### config.mk
export PLATFORM = sky130hd
export DESIGN_NAME = evt_code_encoder
export DESIGN_NICKNAME = d
export VERILOG_FILES = /design/src/rtl/evt_enc_pkg.sv /design/src/rtl/evt_edge_sync.sv /design/src/rtl/evt_code_queue.sv /design/src/rtl/evt_frame_tx.sv /design/src/rtl/evt_code_encoder.sv
export SDC_FILE = /design/constraint.sdc
export NUM_CORES = 1
export LEC_CHECK = 0
export ABC_AREA = 1
export BUFFER_PORTS_ARGS = -buffer_cell sky130_fd_sc_hd__buf_2
export CAP_MARGIN = 40
export CORE_MARGIN = 2
export CORE_UTILIZATION = 65
export CTS_BUF_LIST = sky130_fd_sc_hd__clkbuf_8
export CTS_CLUSTER_DIAMETER = 100
export DETAILED_ROUTE_END_ITERATION = 8
export GPL_ROUTABILITY_DRIVEN = 0
export PLACE_DENSITY_LB_ADDON = 0.15
export SLEW_MARGIN = 20
export SYNTH_ARGS = -nofsm -noshare
export SYNTH_HDL_FRONTEND = slang
export SYNTH_HIERARCHICAL = 1
export SYNTH_SLANG_ARGS = --single-unit
### constraint.sdc
create_clock -name clk -period 3.9 [get_ports clk]
set_input_delay 0.39 -clock clk [delete_from_list [all_inputs] [get_ports clk]]
set_output_delay 0.39 -clock clk [all_outputs]
set_load 0.05 [all_outputs]
### src/rtl/evt_enc_pkg.sv
// Shared code-word layout for the event encoder.
// Assumes a 4/4/8 split of the 16-bit code; the serial framer
// only relies on CODE_W.
package evt_enc_pkg;
    localparam int SRC_W  = 4;
    localparam int LINE_W = 4;
    localparam int SEQ_W  = 8;
    localparam int CODE_W = SRC_W + LINE_W + SEQ_W;

    typedef struct packed {
        logic [SRC_W-1:0]  src;
        logic [LINE_W-1:0] line;
        logic [SEQ_W-1:0]  seq;
    } evt_code_t;
endpackage

### src/rtl/evt_edge_sync.sv
// Two-flop synchroniser plus rising-edge detector, one per event line.
// Assumes lines stay at a level for at least two clocks to be seen.
// rise[i] is a single-cycle pulse two clocks after the line's first
// sampled high.
module evt_edge_sync #(
    parameter int N_LINES = 8
) (
    input  logic               clk,
    input  logic               rst_n,
    input  logic [N_LINES-1:0] async_in,
    output logic [N_LINES-1:0] rise
);
    for (genvar g = 0; g < N_LINES; g++) begin : g_line
        logic [2:0] stage_q;

        // Shift the line through two sync flops and one history flop.
        always_ff @(posedge clk) begin
            if (!rst_n) stage_q <= '0;
            else        stage_q <= {stage_q[1:0], async_in[g]};
        end

        assign rise[g] = stage_q[1] & ~stage_q[2];

        assert_one_pulse_R2: assert property (@(posedge clk) disable iff (!rst_n)
            rise[g] |=> !rise[g]);
    end
endmodule

### src/rtl/evt_code_queue.sv
// Turns edge pulses into code words and queues them for the framer.
// A pending mask collects edges; each clock the lowest set bit is
// encoded and pushed. A push into a full queue is discarded and the
// sticky drop flag is set. Assumes DEPTH is a power of two.
module evt_code_queue
    import evt_enc_pkg::*;
#(
    parameter int               N_LINES   = 8,
    parameter int               DEPTH     = 8,
    parameter logic [SRC_W-1:0] SOURCE_ID = 4'h5
) (
    input  logic               clk,
    input  logic               rst_n,
    input  logic [N_LINES-1:0] rise,
    input  logic               pop,
    output evt_code_t          head,
    output logic               valid,
    output logic               pend_any,
    output logic               dropped
);
    localparam int AW = (DEPTH > 1) ? $clog2(DEPTH) : 1;
    localparam int CW = AW + 1;

    logic [N_LINES-1:0] pending_q, cand, grant;
    logic [LINE_W-1:0]  gidx;
    logic               any_cand, full, push, drop_now, pop_ok;
    logic [SEQ_W-1:0]   seq_q;
    logic [AW-1:0]      wr_ptr_q, rd_ptr_q;
    logic [CW-1:0]      count_q;
    evt_code_t          mem_q [DEPTH];

    // Pick the lowest-index candidate among old pending and new edges.
    always_comb begin
        cand  = pending_q | rise;
        grant = '0;
        gidx  = '0;
        for (int i = N_LINES - 1; i >= 0; i--) begin
            if (cand[i]) begin
                grant    = '0;
                grant[i] = 1'b1;
                gidx     = LINE_W'(i);
            end
        end
    end

    assign any_cand = |cand;
    assign full     = (count_q == CW'(DEPTH));
    assign push     = any_cand && !full;
    assign drop_now = (any_cand && full) || (|(pending_q & rise));
    assign pop_ok   = pop && valid;

    // Retire the granted line from the pending mask every cycle.
    always_ff @(posedge clk) begin
        if (!rst_n) pending_q <= '0;
        else        pending_q <= cand & ~grant;
    end

    // Count accepted codes only.
    always_ff @(posedge clk) begin
        if (!rst_n)    seq_q <= '0;
        else if (push) seq_q <= seq_q + 1'b1;
    end

    // Store the new code word at the write pointer.
    always_ff @(posedge clk) begin
        if (push) mem_q[wr_ptr_q] <= '{src: SOURCE_ID, line: gidx, seq: seq_q};
    end

    // Advance pointers and occupancy.
    always_ff @(posedge clk) begin
        if (!rst_n) begin
            wr_ptr_q <= '0;
            rd_ptr_q <= '0;
            count_q  <= '0;
        end else begin
            if (push)   wr_ptr_q <= wr_ptr_q + 1'b1;
            if (pop_ok) rd_ptr_q <= rd_ptr_q + 1'b1;
            case ({push, pop_ok})
                2'b10:   count_q <= count_q + 1'b1;
                2'b01:   count_q <= count_q - 1'b1;
                default: count_q <= count_q;
            endcase
        end
    end

    // Hold the loss flag until reset.
    always_ff @(posedge clk) begin
        if (!rst_n)        dropped <= 1'b0;
        else if (drop_now) dropped <= 1'b1;
    end

    assign head     = mem_q[rd_ptr_q];
    assign valid    = (count_q != '0);
    assign pend_any = |pending_q;

    assert_count_bound_R7: assert property (@(posedge clk) disable iff (!rst_n)
        count_q <= CW'(DEPTH));
    assert_drop_sticky_R7: assert property (@(posedge clk) disable iff (!rst_n)
        dropped |=> dropped);
    assert_single_grant_R5: assert property (@(posedge clk) disable iff (!rst_n)
        $onehot0(grant));
    assert_seq_step_R3: assert property (@(posedge clk) disable iff (!rst_n)
        push |=> (seq_q == $past(seq_q) + 1'b1));
endmodule

### src/rtl/evt_frame_tx.sv
// Serial framer: start bit 0, code MSB first, even parity, stop bit 1.
// Each bit is held BIT_CLKS clocks. A waiting code is loaded at the
// end of the stop bit, so frames may run back to back. Output is
// registered and idles high.
module evt_frame_tx
    import evt_enc_pkg::*;
#(
    parameter int BIT_CLKS = 1
) (
    input  logic              clk,
    input  logic              rst_n,
    input  logic [CODE_W-1:0] code,
    input  logic              valid,
    output logic              pop,
    output logic              tx,
    output logic              active
);
    localparam int FRAME_W = CODE_W + 3;
    localparam int BW      = (BIT_CLKS > 1) ? $clog2(BIT_CLKS) : 1;
    localparam int NW      = $clog2(FRAME_W);

    logic [FRAME_W-1:0] frame_w;
    logic [FRAME_W-2:0] sreg_q;
    logic [NW-1:0]      left_q;
    logic [BW-1:0]      baud_q;
    logic               tx_q, free;

    assign frame_w = {1'b0, code, ^code, 1'b1};
    assign free    = !active || (baud_q == '0 && left_q == '0);
    assign pop     = valid && free;

    // Load a frame, shift a bit per bit period, or fall idle.
    always_ff @(posedge clk) begin
        if (!rst_n) begin
            active <= 1'b0;
            tx_q   <= 1'b1;
            sreg_q <= '0;
            left_q <= '0;
            baud_q <= '0;
        end else if (free) begin
            if (valid) begin
                active <= 1'b1;
                tx_q   <= frame_w[FRAME_W-1];
                sreg_q <= frame_w[FRAME_W-2:0];
                left_q <= NW'(FRAME_W - 1);
                baud_q <= BW'(BIT_CLKS - 1);
            end else begin
                active <= 1'b0;
                tx_q   <= 1'b1;
            end
        end else if (baud_q == '0) begin
            tx_q   <= sreg_q[FRAME_W-2];
            sreg_q <= {sreg_q[FRAME_W-3:0], 1'b0};
            left_q <= left_q - 1'b1;
            baud_q <= BW'(BIT_CLKS - 1);
        end else begin
            baud_q <= baud_q - 1'b1;
        end
    end

    assign tx = tx_q;

    assert_bit_hold_R4: assert property (@(posedge clk) disable iff (!rst_n)
        (active && baud_q != '0) |=> $stable(tx_q));
    assert_idle_mark_R4: assert property (@(posedge clk) disable iff (!rst_n)
        (!active && !valid) |=> tx_q);
endmodule

### src/rtl/evt_code_encoder.sv
// Top: event lines in, framed event codes out on one serial line.
// Chain: synchroniser/edge detect -> priority encoder + queue ->
// serial framer. busy covers every stage holding work.
module evt_code_encoder
    import evt_enc_pkg::*;
#(
    parameter int               N_LINES    = 8,
    parameter int               FIFO_DEPTH = 8,
    parameter logic [SRC_W-1:0] SOURCE_ID  = 4'h5,
    parameter int               BIT_CLKS   = 1
) (
    input  logic               clk,
    input  logic               rst_n,
    input  logic [N_LINES-1:0] evt_in,
    output logic               ser_out,
    output logic               busy,
    output logic               evt_dropped
);
    logic [N_LINES-1:0] rise;
    evt_code_t          head;
    logic               q_valid, pop, pend_any, tx_active;

    evt_edge_sync #(.N_LINES(N_LINES)) u_sync (
        .clk(clk), .rst_n(rst_n), .async_in(evt_in), .rise(rise)
    );

    evt_code_queue #(
        .N_LINES(N_LINES), .DEPTH(FIFO_DEPTH), .SOURCE_ID(SOURCE_ID)
    ) u_queue (
        .clk(clk), .rst_n(rst_n), .rise(rise), .pop(pop), .head(head),
        .valid(q_valid), .pend_any(pend_any), .dropped(evt_dropped)
    );

    evt_frame_tx #(.BIT_CLKS(BIT_CLKS)) u_tx (
        .clk(clk), .rst_n(rst_n), .code(head), .valid(q_valid),
        .pop(pop), .tx(ser_out), .active(tx_active)
    );

    assign busy = pend_any | q_valid | tx_active;

    assert_line_idle_R1: assert property (@(posedge clk) disable iff (!rst_n)
        (!busy && !$past(busy)) |-> ser_out);
endmodule

== Yosys cells after proc, flatten, opt, wreduce, memory -nomap -nowiden ==
Memory sizes are Yosys's and may differ from the RTL's. A register that Yosys moved wholly into a read port is not among the register bits.
Cells that the tools add are included.

* Flip-flop bits (word level): 77
* Latch bits: 0
* RAM bits: 88
* Bits in read-only memories: 0
* Bits of input ports: 10
* Output and inout port bits: 3
* Logic and storage cells: 106
* Memories kept: 1

* Add/sub/neg operators: 7
* Multiply operators: 0
* Divide/modulo/power cells: 0
* $lt $le $gt $ge: 0
* Equality and inequality tests: 5
* Shift-type cells: 0
* Mux-type cells: 34
* Bitwise gates (word level): 23
* Reduce and logical (&&, ||, !) cells: 17

{| class="wikitable"
|+ Memory list
! memory !! words !! bits a word !! read ports !! clocked after Yosys merged registers in !! wr ports !! line !! RTL
|-
| u_queue.mem_q || 8 || 11 || 1 || 1 || 1 || evt_code_queue.sv:30 || <nowiki>evt_code_t mem_q [DEPTH];</nowiki>
|}

{| class="wikitable"
|+ Operator list
! cell !! number
|-
| 8-bit 2-to-1 mux || 8
|-
| 18-bit 2-to-1 mux || 3
|-
| 3-bit 2-to-1 mux || 10
|-
| 8-bit OR reduction || 3
|-
| 8-bit bitwise AND || 2
|-
| 16-bit XOR reduction || 1
|-
| 5-bit 2-to-1 mux || 3
|-
| 1-bit 2-to-1 mux || 9
|-
| 1-bit inverter || 9
|-
| 8-bit by 1-bit adder with 8-bit output, second input constant || 1
|-
| 1-bit bitwise AND || 8
|-
| 8-bit inverter || 1
|-
| 8-bit bitwise OR || 1
|-
| 4-bit case mux with 2 select lines || 1
|-
| 3-bit by 1-bit adder with 3-bit output, second input constant || 2
|-
| 1-bit logical AND || 5
|-
| 5-bit zero test || 1
|-
| 5-bit by 1-bit subtractor with 5-bit output, second input constant || 1
|-
| 4-bit by 1-bit adder with 4-bit output, second input constant || 1
|-
| 4-bit == test, second input constant || 1
|-
| 2-bit != test, second input constant || 2
|-
| 4-bit nonzero test || 1
|-
| 4-bit by 1-bit subtractor with 4-bit output, second input constant || 1
|-
| 2-bit by 1-bit == test with 1-bit output, second input constant || 1
|-
| 7 further kinds || 10
|}

== Longest topological paths before layout ==
Gate-level depths: netlist of the first run.

* Depth in word-level cells: 13
* Depth in mapped cells: 20
* Depth with buffers taken out: 20

== Cells and area by module ==
Netlist of the first run, hierarchy kept.

{| class="wikitable"
|+ By module, submodules not included
! module !! instances !! cells each !! area each (sq um)
|-
| evt_code_queue || 1 || 477 || 5092.4
|-
| evt_frame_tx || 1 || 251 || 1589.0
|-
| evt_edge_sync || 1 || 90 || 743.2
|-
| evt_code_encoder || 1 || 3 || 11.3
|}

== Worst setup path before layout of the first run ==
OpenSTA, ideal clock, no wires.

* Path type: reg2reg
* From: register u_tx.left_q[1]
* To: register u_queue.count_q[2]
* Arrival time: 2.227 ns
* Setup slack: 1.557 ns
* Cell stages (with the launch flop): 20
* Buffers on the path: 0
* Clock period less this slack: 2.343 ns
* Path through: dfxtp_1 inv_1 ha_1 nand2_2 nor2_4 nand2_2 nand2_4 nand2_4 inv_1 nand2_1 inv_1 ha_1 nand2_1 inv_1 nor2_1 ha_1 a21oi_1 xnor2_1 o21ai_0 inv_1

* Longest elaborated chain between the ends: 7
* Elaborated cells on any way between the ends: 9

{| class="wikitable"
|+ RTL lines
! element !! line !! RTL
|-
| start, declared || evt_frame_tx.sv:24 || <nowiki>logic [NW-1:0] left_q;</nowiki>
|-
| start signal, assigned || evt_frame_tx.sv:45 || <nowiki>left_q <= NW'(FRAME_W - 1);</nowiki>
|-
| start signal, assigned || evt_frame_tx.sv:54 || <nowiki>left_q <= left_q - 1'b1;</nowiki>
|-
| 5-bit zero test (*) || evt_frame_tx.sv:29 || <nowiki>assign free = !active || (baud_q == '0 && left_q == '0);</nowiki>
|-
| 1-bit logical AND (*) || evt_frame_tx.sv:29 ||
|-
| 1-bit logical OR (*) || evt_frame_tx.sv:29 ||
|-
| 1-bit logical AND (*) || evt_frame_tx.sv:30 || <nowiki>assign pop = valid && free;</nowiki>
|-
| net pop || evt_code_encoder.sv:21 || <nowiki>logic q_valid, pop, pend_any, tx_active;</nowiki>
|-
| 1-bit logical AND (*) || evt_code_queue.sv:50 || <nowiki>assign pop_ok = pop && valid;</nowiki>
|-
| net u_queue.pop_ok || evt_code_queue.sv:26 || <nowiki>logic any_cand, full, push, drop_now, pop_ok;</nowiki>
|-
| 2-bit by 1-bit == test with 1-bit output or 2-bit == test (tied branches) || evt_code_queue.sv:78 || <nowiki>case ({push, pop_ok})</nowiki>
|-
| 4-bit case mux with 2 select lines or 2-bit nonzero test (tied branches) || n/a ||
|-
| end signal, assigned || evt_code_queue.sv:79 || <nowiki>2'b10: count_q <= count_q + 1'b1;</nowiki>
|-
| end signal, assigned || evt_code_queue.sv:80 || <nowiki>2'b01: count_q <= count_q - 1'b1;</nowiki>
|-
| end signal, assigned || evt_code_queue.sv:81 || <nowiki>default: count_q <= count_q;</nowiki>
|-
| end, declared || evt_code_queue.sv:29 || <nowiki>logic [CW-1:0] count_q;</nowiki>
|}

The timed path passes the listed nets; every way through them passes the cells marked *.
A chain may end at the register's enable or synchronous reset.

== Worst setup path after layout of the first run ==
Ends and elaborated chain as after synthesis.

==> flow_metrics.py, run 1 <==
metrics = {
    "logic_synthesis": {
        "yosys.area_share.simple_pct": 22.3,
        "synth_largest_type_area_fraction_pct": 35.5,
        "synth_enable_flop_cells": 88,
        "post_synth_mux_area_share_pct": 1.48,
        "syn-mean-instance-area_um2": 9.06,
        "fraction_of_the_mapped_netlist_area_in_compound_gates_pct": 9.34,
        "top_flip_flop_cell_by_instance_count_after_synthesis": "edfxtp_1",
        "main_combinational_cell_family_by_area_after_synthesis": "simple AND/OR/NAND/NOR gates",
        "synth-xor-area-share_pct": 0.824,
        "synth_top_area_cell": "edfxtp_1",
        "synthAdderAreaFrac_pct": 1.18,
        "synthDistinctLibCells": 44,
        "async_reset_ff_share_pct": 0,
        "synth_area_leaders": "edfxtp_1 36%, dfxtp_1 21%, nand2_1 11%",
        "yosysWarnings": 6,
        "leading_cell_type_by_number_of_instances_after_synthesis": "nand2_1",
        "synth_common_cells": "223 x nand2_1, 104 x inv_1, 90 x nor2_1",
        "synth-seq-cells": 166,
        "synthesis.instances": 821,
        "ys_seq_area_share_pct": 56.5,
        "post_synth_instance_area_um2": 7440,
    },
    "finish": {
        "finalNetCount": 854,
        "finalNonFillerCells": 993,
        "areaGrowthSynthToFinish_pct": 7.89,
        "num_antenna_cells": 0,
        "layout.filler_cells": 854,
        "final_layout_size_suffix_gt1_share_pct": 12.6,
        "final_area_um2": 8020,
    },
    "clock_network": {
        "tritoncts_num_sinks": 166,
        "cts_root_buffer": "clkbuf_8",
        "cts-root-to-sink-buffers": 2,
        "clkSlewWorstSetupHoldPaths_ps": 90,
        "cts_resized": 0,
        "clock_insertion_delay_worst_skew_ps": 450,
        "cts_tree": "done",
        "post_cts_hold_buffer_count": 0,
        "cts_inserted_buffers": 17,
        "htree_levels": 4,
        "post_cts.repair.setup_buffers": 0,
    },
    "detailed_routing": {
        "initialDrtViolationCount": 417,
        "avgViaCountPerCell": 5.42,
        "drt-pass1-iter-count": 5,
        "wl_per_cell_um": 14.8,
        "met3_length_um": 972,
        "drc_errors": 0,
        "routed-wl-met2_um": 7110,
        "routedLengthMet1_um": 6240,
        "route.antenna.remaining_nets": 0,
        "route.final.wire_length_um": 14700,
        "uppermost_layer_routed": "met4",
        "dr_total_vias": 5380,
    },
    "placed_design": {
        "post-dp-hpwl_um": 9690,
        "port-buffer-count": 12,
        "detailed_place.area_um2": 7610,
        "dp_slack_ps": 1090,
        "dp_cells": 961,
    },
    "sta": {
        "timing.setup.tns_ps": 0,
        "worst_pin_slew_ps": 655,
        "grt_setup_unrepaired": "false",
        "worst_slew_margin_rel_pct": 56.2,
        "report.final.slew_viol_count": 0,
        "final.hold.worst_slack_ps": 113,
        "period_minus_slack_ps": 2880,
        "fmax_mhz": 347,
        "finalHoldViolations": 0,
        "worst_clock_skew_ps": 7.87,
        "layout_setup_ws_ps": 1020,
        "finalSetupViolCount": 0,
        "post-route-period-util_pct": 74.0,
    },
    "setup_path": {
        "cp_data_required_time_ps": 4250,
        "critPathArrivalTime_ps": 3230,
        "critical_path_launch_point_type": "flip-flop",
        "end_kind": "flip-flop",
        "path_max_fanout": 17,
        "criticalPathCategory": "reg -> reg",
    },
    "floorplan": {
        "floorplan.die.height_um": 111,
        "core_um2": 11300,
        "rows": 39,
        "initial_utilization_pct": 66.0,
        "die_area_um2": 12300,
        "boundaryPins": 13,
        "die_width_um": 111,
    },
    "global_route": {
        "grt-ovfl-total": 0,
        "initial_antenna_violation_count": 0,
        "grtUsageTotal_pct": 25.2,
        "largest_net_degree_at_the_start_of_global_routing": 45,
        "via_count_of_the_first_global_routing_pass": 5249,
        "grt_first_pass_wirelength_um": 24300,
    },
    "power_and_ir_drop": {
        "powerDensity_nw_per_um2": 711,
        "power_leakage_nw": 3.57,
        "peakVddDrop_mv": 0.470,
    },
    "status": {
        "result_of_the_run": "complete, no violations",
    },
    "worst_hold_path": {
        "worstHoldPathType": "in -> reg",
    },
    "job": {
        "maxCapViolations": 0,
    },
}
==> cells in the final DEF (no fill, tap or decap), types with 9 or more instances in the layout <==
cell type,instances
mux2i_1,11
buf_4,11
nor3_1,9
dfxtp_1,78
clkbuf_8,17
nor2_1,90
buf_2,12
edfxtp_1,88
inv_1,105
a21oi_1,14
o21ai_1,10
o21ai_0,48
o22ai_1,13
nand2_1,223
nand2_2,15
nand3_1,19
==> worst paths after layout <==
kind                                             startpoint                           to  slack [ps]  cells past startpoint
worst min register to register  u_sync/g_line[0].stage_q[0]  u_sync/g_line[0].stage_q[1]         410                      2
worst min-delay path                              evt_in[6]  u_sync/g_line[6].stage_q[0]         110                      3
worst max-delay path                         u_tx/left_q[1]           u_queue/count_q[2]        1020                     19
worst max register to register               u_tx/left_q[1]           u_queue/count_q[2]        1020                     19
==> cells by family after synthesis <==
| kind of cell | count (synthesis) |
|---|---|
| flip-flops | 166 |
| AO/OA/AOI/OAI | 111 |
| other | 2 |
| adder cells (fa/ha/maj) | 7 |
| AND/OR/NAND/NOR | 379 |
| multiplexers | 11 |
| XOR/XNOR | 7 |
| buffers and inverters | 138 |
==> power breakdown <==
| part | leakage, nW | switching, mW | internal (mW) |
|---|---|---|---|
| Sequential | 1.46 | 0.183 | 2.16 |
| Combinational | 1.92 | 1.41 | 0.693 |
| Clock | 0.196 | 0.619 | 0.634 |
==> area by class of cell <==
type                       count  area (µm²)  share of cell area (%)
sequential                   166        4200                    52.4
multi-input combinational    520        2630                    32.8
inverter                     107         407                    5.07
clock buffer                  17         234                    2.92
timing repair buffer          25         185                    2.31
clock inverter                15         180                    2.25
tap                          143         179                    2.23
==> worst max-delay path: stages, from the launching register on <==
cell and delay, ps:
dfxtp_1 310, inv_1 80, ha_1 200, nand2_2 80, nor2_4 120, nand2_2 80, nand2_4 100, nand2_4 160
inv_1 220, nand2_1 130, inv_1 180, ha_1 250, nand2_1 70, inv_1 80, nor2_1 50, ha_1 180
a21oi_1 150, xnor2_1 90, o21ai_0 150, inv_1 50
==> stage by stage <==
stage	power, mW	utilization, %
3_3_place_gp	4.31	67.1
2_1_floorplan	4.00	-
6_report	5.70	71.2
4_1_cts	5.71	71.2
3_5_place_dp	4.45	67.5
5_1_grt	6.09	71.2
==> flip-flops by register name, indices dropped and copies added (netlist names), named ones only <==
register and flops:
u_queue/seq_q 8, u_tx/active 1, u_queue/rd_ptr_q 3, u_sync/g_line.stage_q 24
u_queue/dropped 1, u_tx/left_q 5, u_tx/sreg_q 18, u_queue/mem_q 88
u_queue/count_q 4, u_queue/pending_q 7, u_queue/wr_ptr_q 3, u_tx/tx 1
==> routing by layer <==
layer / up-vias / track usage (%)
met2: 197 / 42.0
met5: - / 0
li1: 2680 / -
met3: 34 / 5.19
met1: 2469 / 31.9
met4: 0 / 11.6
Power figures use the tool's default switching activity.
==> run 2, diff against run 1 <==
Settings changed: CORE_UTILIZATION 65 to 59.
Clock period 3.9 ns to 2.55 ns, I/O delays scaled along.
==> flow_metrics.py, run 2 (same netlist as run 1, synthesis figures left out) <==
metrics = {
    "setup_path": {
        "cp_data_required_time_ps": 2890,
        "critical_path_cell_by_cell": "inv_1 > ha_4 > nand2_2 > nor2_4 > nand2_2 > nand2_4 > nand2_4 > inv_1 > nand2_1 > inv_1 > ha_2 > nand2_1 > inv_1 > nor2_1 > ha_1 > a21oi_1 > xnor2_1 > o21ai_1 > inv_1",
        "critical_path_launch_point_type": "flip-flop",
        "max_stage_delay_ps": 310,
        "crit_path_top_delay_cell": "dfxtp_1",
        "end_kind": "flip-flop",
        "path_max_fanout": 4,
        "criticalPathCategory": "reg -> reg",
        "critPathMostFrequentCell": "inv_1",
        "critPathArrivalTime_ps": 2710,
    },
    "finish": {
        "areaGrowthSynthToFinish_pct": 10.5,
        "top_register": "u_queue/mem_q",
        "mostFrequentLayoutCell": "nand2_1",
        "num_antenna_cells": 0,
        "layout.filler_cells": 994,
        "finalNonFillerCells": 1038,
        "largest_reg_flops": 88,
        "biggestRegsByFlops": "u_queue/mem_q (88), u_sync/g_line.stage_q (24), u_tx/sreg_q (18)",
        "final_core_utilization_pct": 65.9,
        "final_layout_size_suffix_gt1_share_pct": 13.3,
        "finalNetCount": 870,
        "layout_common_cells": "223 x nand2_1, 107 x inv_1, 90 x nor2_1",
    },
    "floorplan": {
        "die_area_um2": 13500,
        "die_width_um": 116,
        "boundaryPins": 13,
        "initial_utilization_pct": 59.7,
        "floorplan.die.height_um": 116,
        "rows": 41,
        "core_um2": 12500,
    },
    "power_and_ir_drop": {
        "net_sw_share_pct": 37.1,
        "peakVddDrop_mv": 0.530,
        "p_clk_share_pct": 22.9,
        "combinationalPowerShare_pct": 37.1,
        "power.switching_mw": 3.31,
        "cell_internal_power_mw": 5.60,
        "powerDensity_nw_per_um2": 1080,
        "seq_power_share_pct": 40.0,
        "power_leakage_nw": 3.68,
    },
    "clock_network": {
        "clock_insertion_delay_worst_skew_ps": 450,
        "htree_levels": 4,
        "clkSlewWorstSetupHoldPaths_ps": 80,
        "cts-root-to-sink-buffers": 2,
        "cts_root_buffer": "clkbuf_8",
        "cts_inserted_buffers": 17,
        "cts_tree": "done",
        "tritoncts_num_sinks": 166,
    },
    "placed_design": {
        "dp_cells": 998,
        "port-buffer-count": 12,
        "post-dp-hpwl_um": 9470,
    },
    "worst_hold_path": {
        "worstHoldPathType": "in -> reg",
    },
    "status": {
        "result_of_the_run": "complete, no violations",
    },
    "detailed_routing": {
        "initialDrtViolationCount": 372,
        "wl_per_cell_um": 13.9,
        "avgViaCountPerCell": 5.18,
        "dr_total_vias": 5380,
        "drc_errors": 0,
        "drt-pass1-iter-count": 5,
        "route.antenna.remaining_nets": 0,
        "route.final.wire_length_um": 14400,
    },
    "global_route": {
        "initial_antenna_violation_count": 0,
        "via_count_of_the_first_global_routing_pass": 4925,
        "grt-ovfl-total": 0,
        "largest_net_degree_at_the_start_of_global_routing": 45,
        "grt_first_pass_wirelength_um": 23200,
        "grtUsageTotal_pct": 22.7,
    },
    "sta": {
        "worst_pin_slew_ps": 623,
        "fmax_mhz": 422,
        "worst_clock_skew_ps": 7.93,
        "report.final.slew_viol_count": 0,
        "timing.setup.tns_ps": 0,
        "post-route-period-util_pct": 92.9,
        "period_minus_slack_ps": 2370,
        "grt_setup_unrepaired": "false",
        "worst_slew_margin_rel_pct": 58.4,
        "finalSetupViolCount": 0,
        "finalHoldViolations": 0,
    },
    "job": {
        "maxCapViolations": 0,
    },
}
run 2: cell types whose count changed in the layout (fill, tap and decap cells not counted), sizes merged:
cell | previous run | this run
buf | 25 | 33
bufinv | 3 | 4
clkbuf | 17 | 21
clkinv | 4 | 2
clkinvlp | 5 | 0
dlygate4sd3 | 0 | 8
inv | 110 | 112
run 2: worst paths after layout:
path,cells past startpoint,end,slack (ps),startpoint
max,19,u_queue/count_q[2],180,u_tx/left_q[0]
min,3,u_tx/sreg_q[2],220,rst_n
max reg2reg,19,u_queue/count_q[2],180,u_tx/left_q[0]
min reg2reg,2,u_sync/g_line[7].stage_q[1],410,u_sync/g_line[7].stage_q[0]
run 2: layout make-up:
cell class / count / area (µm²) / area share [%]
inverters: 107 / 407 / 4.95
repair buffers: 41 / 298 / 3.62
flip-flops and latches: 166 / 4200 / 51.2
multi-input cells: 520 / 2650 / 32.2
clock buffers: 21 / 289 / 3.52
clock inverters: 11 / 155 / 1.89
well taps: 172 / 215 / 2.62
run 2: timing repair:
item | 4_1_cts | 5_1_grt
setup endpoints to repair | 0 | 1
resized for setup | 0 | 5
setup buffers | 0 | 0
hold endpoints to repair | 8 | 0
hold buffers | 8 | 0
run 2: power by group through the flow:
| stage | registers [mW] | logic, mW | clock network (mW) |
|---|---|---|---|
| floorplan | 3.58 | 2.54 | 0 |
| global placement | 3.60 | 3.12 | 0 |
| detailed placement | 3.62 | 3.24 | 0 |
| CTS | 3.56 | 3.27 | 2.07 |
| global route | 3.60 | 3.71 | 2.20 |
| finish | 3.56 | 3.30 | 2.04 |
run 2: critical path: cells and delay by family (launching register included):
kind                     cells  cell delay, ps
XOR/XNOR                     1             110
AO/OA/AOI/OAI                2             300
flip-flops                   1             310
adder cells (fa/ha/maj)      3             540
buffers and inverters        5             410
AND/OR/NAND/NOR              8             620
run 2: through the flow:
step                      hold WS (ps)  cell area (µm²)  worst slack, ps  total power [mW]
final                              224             8220              181              8.90
after global routing               222             8220             8.18              9.51
after CTS                          203             8200             90.0              8.89
after detailed placement           397             7680              105              6.86
after global placement             397             7680              252              6.72
after floorplan                    353             7450              207              6.12
run 2: per-layer routing:
layer  GRT usage (%)  vias up  wire length, µm
met4            9.84        0              227
met3            4.62       18              631
met2            37.1      124             7020
li1                -     2696                -
met5               0        -                0
met1            29.6     2542             6540
